## src/rtl/seg_bound_cmp.sv

```systemverilog
// Decides whether an offset lies on the side of the dividing point that
// belongs to one region, and whether it is within that region's length.
module seg_bound_cmp #(
    parameter int OW  = 17,
    parameter int LW  = 16,
    parameter bit NEG = 1'b0
) (
    input  logic [OW-1:0] off,
    input  logic [LW-1:0] len,
    output logic          on_side,
    output logic          in_len
);
    localparam int CW = ((OW > LW) ? OW : LW) + 2;

    logic signed [CW-1:0] off_w;
    logic signed [CW-1:0] len_w;

    assign off_w = CW'(signed'(off));
    assign len_w = signed'(CW'(len));

    generate
        if (NEG) begin : g_down
            assign on_side = off[OW-1];
            assign in_len  = on_side && ((-off_w) <= len_w);
        end else begin : g_up
            assign on_side = ~off[OW-1];
            assign in_len  = on_side && (off_w < len_w);
        end
    endgenerate
endmodule

```

## config.mk

```make
export PLATFORM = sky130hd
export DESIGN_NAME = seg_bound_cmp
export DESIGN_NICKNAME = d
export VERILOG_FILES = /design/src/rtl/seg_bound_cmp.sv
export SDC_FILE = /design/constraint.sdc
export NUM_CORES = 1
export LEC_CHECK = 0
export ABC_AREA = 0
export ABC_CLOCK_PERIOD_IN_PS = 1250
export BUFFER_PORTS_ARGS = -buffer_cell sky130_fd_sc_hd__buf_4
export CAP_MARGIN = 20
export CORE_AREA = 8 8 45 47
export DETAILED_ROUTE_END_ITERATION = 8
export DIE_AREA = 0 0 53 55
export PLACE_DENSITY = 0.79
export SLEW_MARGIN = 30
export SYNTH_ARGS = -nofsm -noshare
export SYNTH_HDL_FRONTEND = slang
export SYNTH_SLANG_ARGS = --single-unit
```

## constraint.sdc

```tcl
create_clock -name vclk -period 1.25
set_clock_uncertainty 0.05 [all_clocks]
set_input_delay 0.0625 -clock vclk [all_inputs]
set_output_delay 0.0625 -clock vclk [all_outputs]
set_load 0.03 [all_outputs]
```

==> flow_summary_export.csv <==
group,metric,value,unit
outcome,status,"complete, but fails checks",
outcome,violations,"negative setup slack",
drt,dr.pass1.iters,3,
yosys,ys_types,15,
setup_path,cp.depth,9,
setup_path,crit_arrival,1.19,ns
final_layout,stdcell_area,808,sq um
setup_path,cp_top_family,"simple AND/OR/NAND/NOR gates",
grt,grt_pass1_wl,2.20,mm
sta,min_period,1.30,ns
sta,setup_viol,1,
grt,track_usage,9.05,%
setup_path,slowest_delay,0.20,ns
sta,finalCritPeriodShare,104,%
setup_path,crit_end,"in_len",
die,io_pins,35,
placed_design,port_buffers,35,
yosys,synth_area_leaders,"ha_1 (45%), inv_1 (17%), nor4_2 (9.0%)",
final_layout,drive_above_1_share,53.7,%
yosys,syn_area_per_cell,6.97,sq um
setup_path,crit_chain,"buf_4 > inv_1 > ha_4 > a21oi_2 > o21ai_0 > nand3_1 > nand3_2 > nor4_4 > buf_6",
worst_hold_path,min_path_type,"primary input to output pin",
run,maxCapViolCount,0,
final_layout,final_util,58.4,%
die,die_h,55,microns
die,fp.dieW,53,microns
sta,slew_headroom,83.4,%
power,total_power,0.000253,W
drt,vias,513,
yosys,netlist.area_leader.share,44.9,%
grt,grt_max_degree,4,
die,core,1380,sq um
setup_path,path_buf_inv,3,
setup_path,cp-end-kind,"output pin",
setup_path,crit_type,"primary input to output pin",
final_layout,area_delta_synth_final,93.4,%
final_layout,nFlopsAndLatches,0,
final_layout,num_antenna_cells,0,
yosys,yosysTopAreaCell,"ha_1",
power,leakage,0.439,nW
yosys,netlist_instances,60,
sta,rsz0062_at_grt,"yes",
setup_path,cp.required,1.14,ns
power,cellPowerDensity,313,nW/um^2
grt,grt_pass1_vias,572,
setup_path,worst_setup_path_start_kind,"primary input",
setup_path,crit_fanout,2,
yosys,yosysMostFrequentCell,"inv_1",
drt,antenna_left,0,
die,initial_core_util,30.2,%
placed_design,gp_congestion,0.774,
yosys,synth_commonest_cells,"inv_1 (19), ha_1 (15), a21oi_1 (4)",
yosys,yosysSeqAreaShare,0,%
placed_design,hpwl,1.17,mm
sta,hold_slack,0.349,ns
drt,vias_per_cell,4.62,
final_layout,regArea,0,sq um
setup_path,worst_path_max_delay_cell,"ha_4",
drt,routed_wl,1.35,mm
die,dieArea,2920,sq um
drt,drt_drc_violations_left,0,
yosys,synthesis.area,418,sq um
sta,max_freq,767,MHz
sta,tightestPinTransition,0.249,ns
placed_design,placed_area,709,sq um
yosys,synth_nets,108,
setup_path,startpoint,"len[6]",
grt,antenna_found_initial,0,
drt,avgRoutedWirePerCell,12.1,microns
sta,setup_ws,-0.0536,ns
yosys,yosysWarnings,0,
final_layout,nets,145,
die,rows,14,
power,max-vdd-ir-drop,139,uV
sta,final-hold-violation-count,0,
grt,overflow,0,
drt,drtIter0Drc,1,
final_layout,clock_buffers,0,
sta,maxSlewViolCount,0,
==> kinds of logic (layout without fill, tap and decap cells) <==
| kind of cell | Yosys count | count (layout) | synth area share (%) |
|---|---|---|---|
| buf+inv | 19 | 54 | 17.1 |
| simple gates | 17 | 17 | 26.0 |
| fa+ha+maj | 15 | 15 | 44.9 |
| compound gates | 9 | 9 | 12.0 |
==> cell type report <==
type	count	area, sq um
Fill cell	145	576
Multi-Input combinational cell	41	450
Timing Repair Buffer	35	267
Inverter	19	71.3
Tap cell	16	20.0
==> through the flow <==
| step | setup TNS, ns | setup slack [ns] | instances |
|---|---|---|---|
| 2_1_floorplan | -0.0242 | -0.0242 | 60 |
| 3_3_place_gp | -0.170 | -0.170 | 111 |
| 3_5_place_dp | -0.196 | -0.196 | 111 |
| 4_1_cts | -0.107 | -0.107 | 111 |
| 5_1_grt | -0.156 | -0.156 | 111 |
| 6_report | -0.0536 | -0.0536 | 111 |
==> report_power, final <==
group          leakage, nW  internal [W]  switching, W
clock                    0             0             0
combinational        0.439      0.000147      0.000106
sequential               0             0             0
==> how the worst min path moves through the flow <==
| stage | slack [ns] | end | depth (start not counted) | from |
|---|---|---|---|---|
| after global placement | 0.38 | on_side | 3 | off[16] |
| final | 0.35 | in_len | 3 | off[16] |
| after detailed placement | 0.38 | on_side | 3 | off[16] |
| after floorplan | 0.12 | in_len | 1 | off[16] |
| after global routing | 0.37 | in_len | 3 | off[16] |
| after CTS | 0.35 | in_len | 3 | off[16] |
==> what timing repair did <==
| action | CTS | global route |
|---|---|---|
| pin swaps | 4 | 1 |
| buffers inserted | 0 | 0 |
| hold endpoints to repair | 0 | 0 |
| hold buffers | 0 | 0 |
| resized for setup | 7 | 9 |
| endpoints found under the setup margin | 1 | 1 |
==> layout by cell type (no fill, tap or decap), drive strengths merged <==
cell / Yosys / routed
nand3: 3 / 3
and3: 1 / 1
buf: 0 / 35
o21ai: 4 / 4
nand2: 2 / 2
nor2: 3 / 3
ha: 15 / 15
inv: 19 / 19
nor4: 3 / 3
nand4: 2 / 2
o22ai: 1 / 1
nor2b: 2 / 2
a21oi: 4 / 4
nand2b: 1 / 1
==> layer usage <==
metal | share of wire, % | global-route usage, % | up-vias
met1 | 35 | 9.20 | 221
li1 | - | - | 271
met4 | 0 | 0 | 0
met3 | 11 | 3.48 | 0
met2 | 53 | 18.0 | 21
met5 | 0 | 0 | -
No activity file was read; power rests on OpenSTA's default activity.
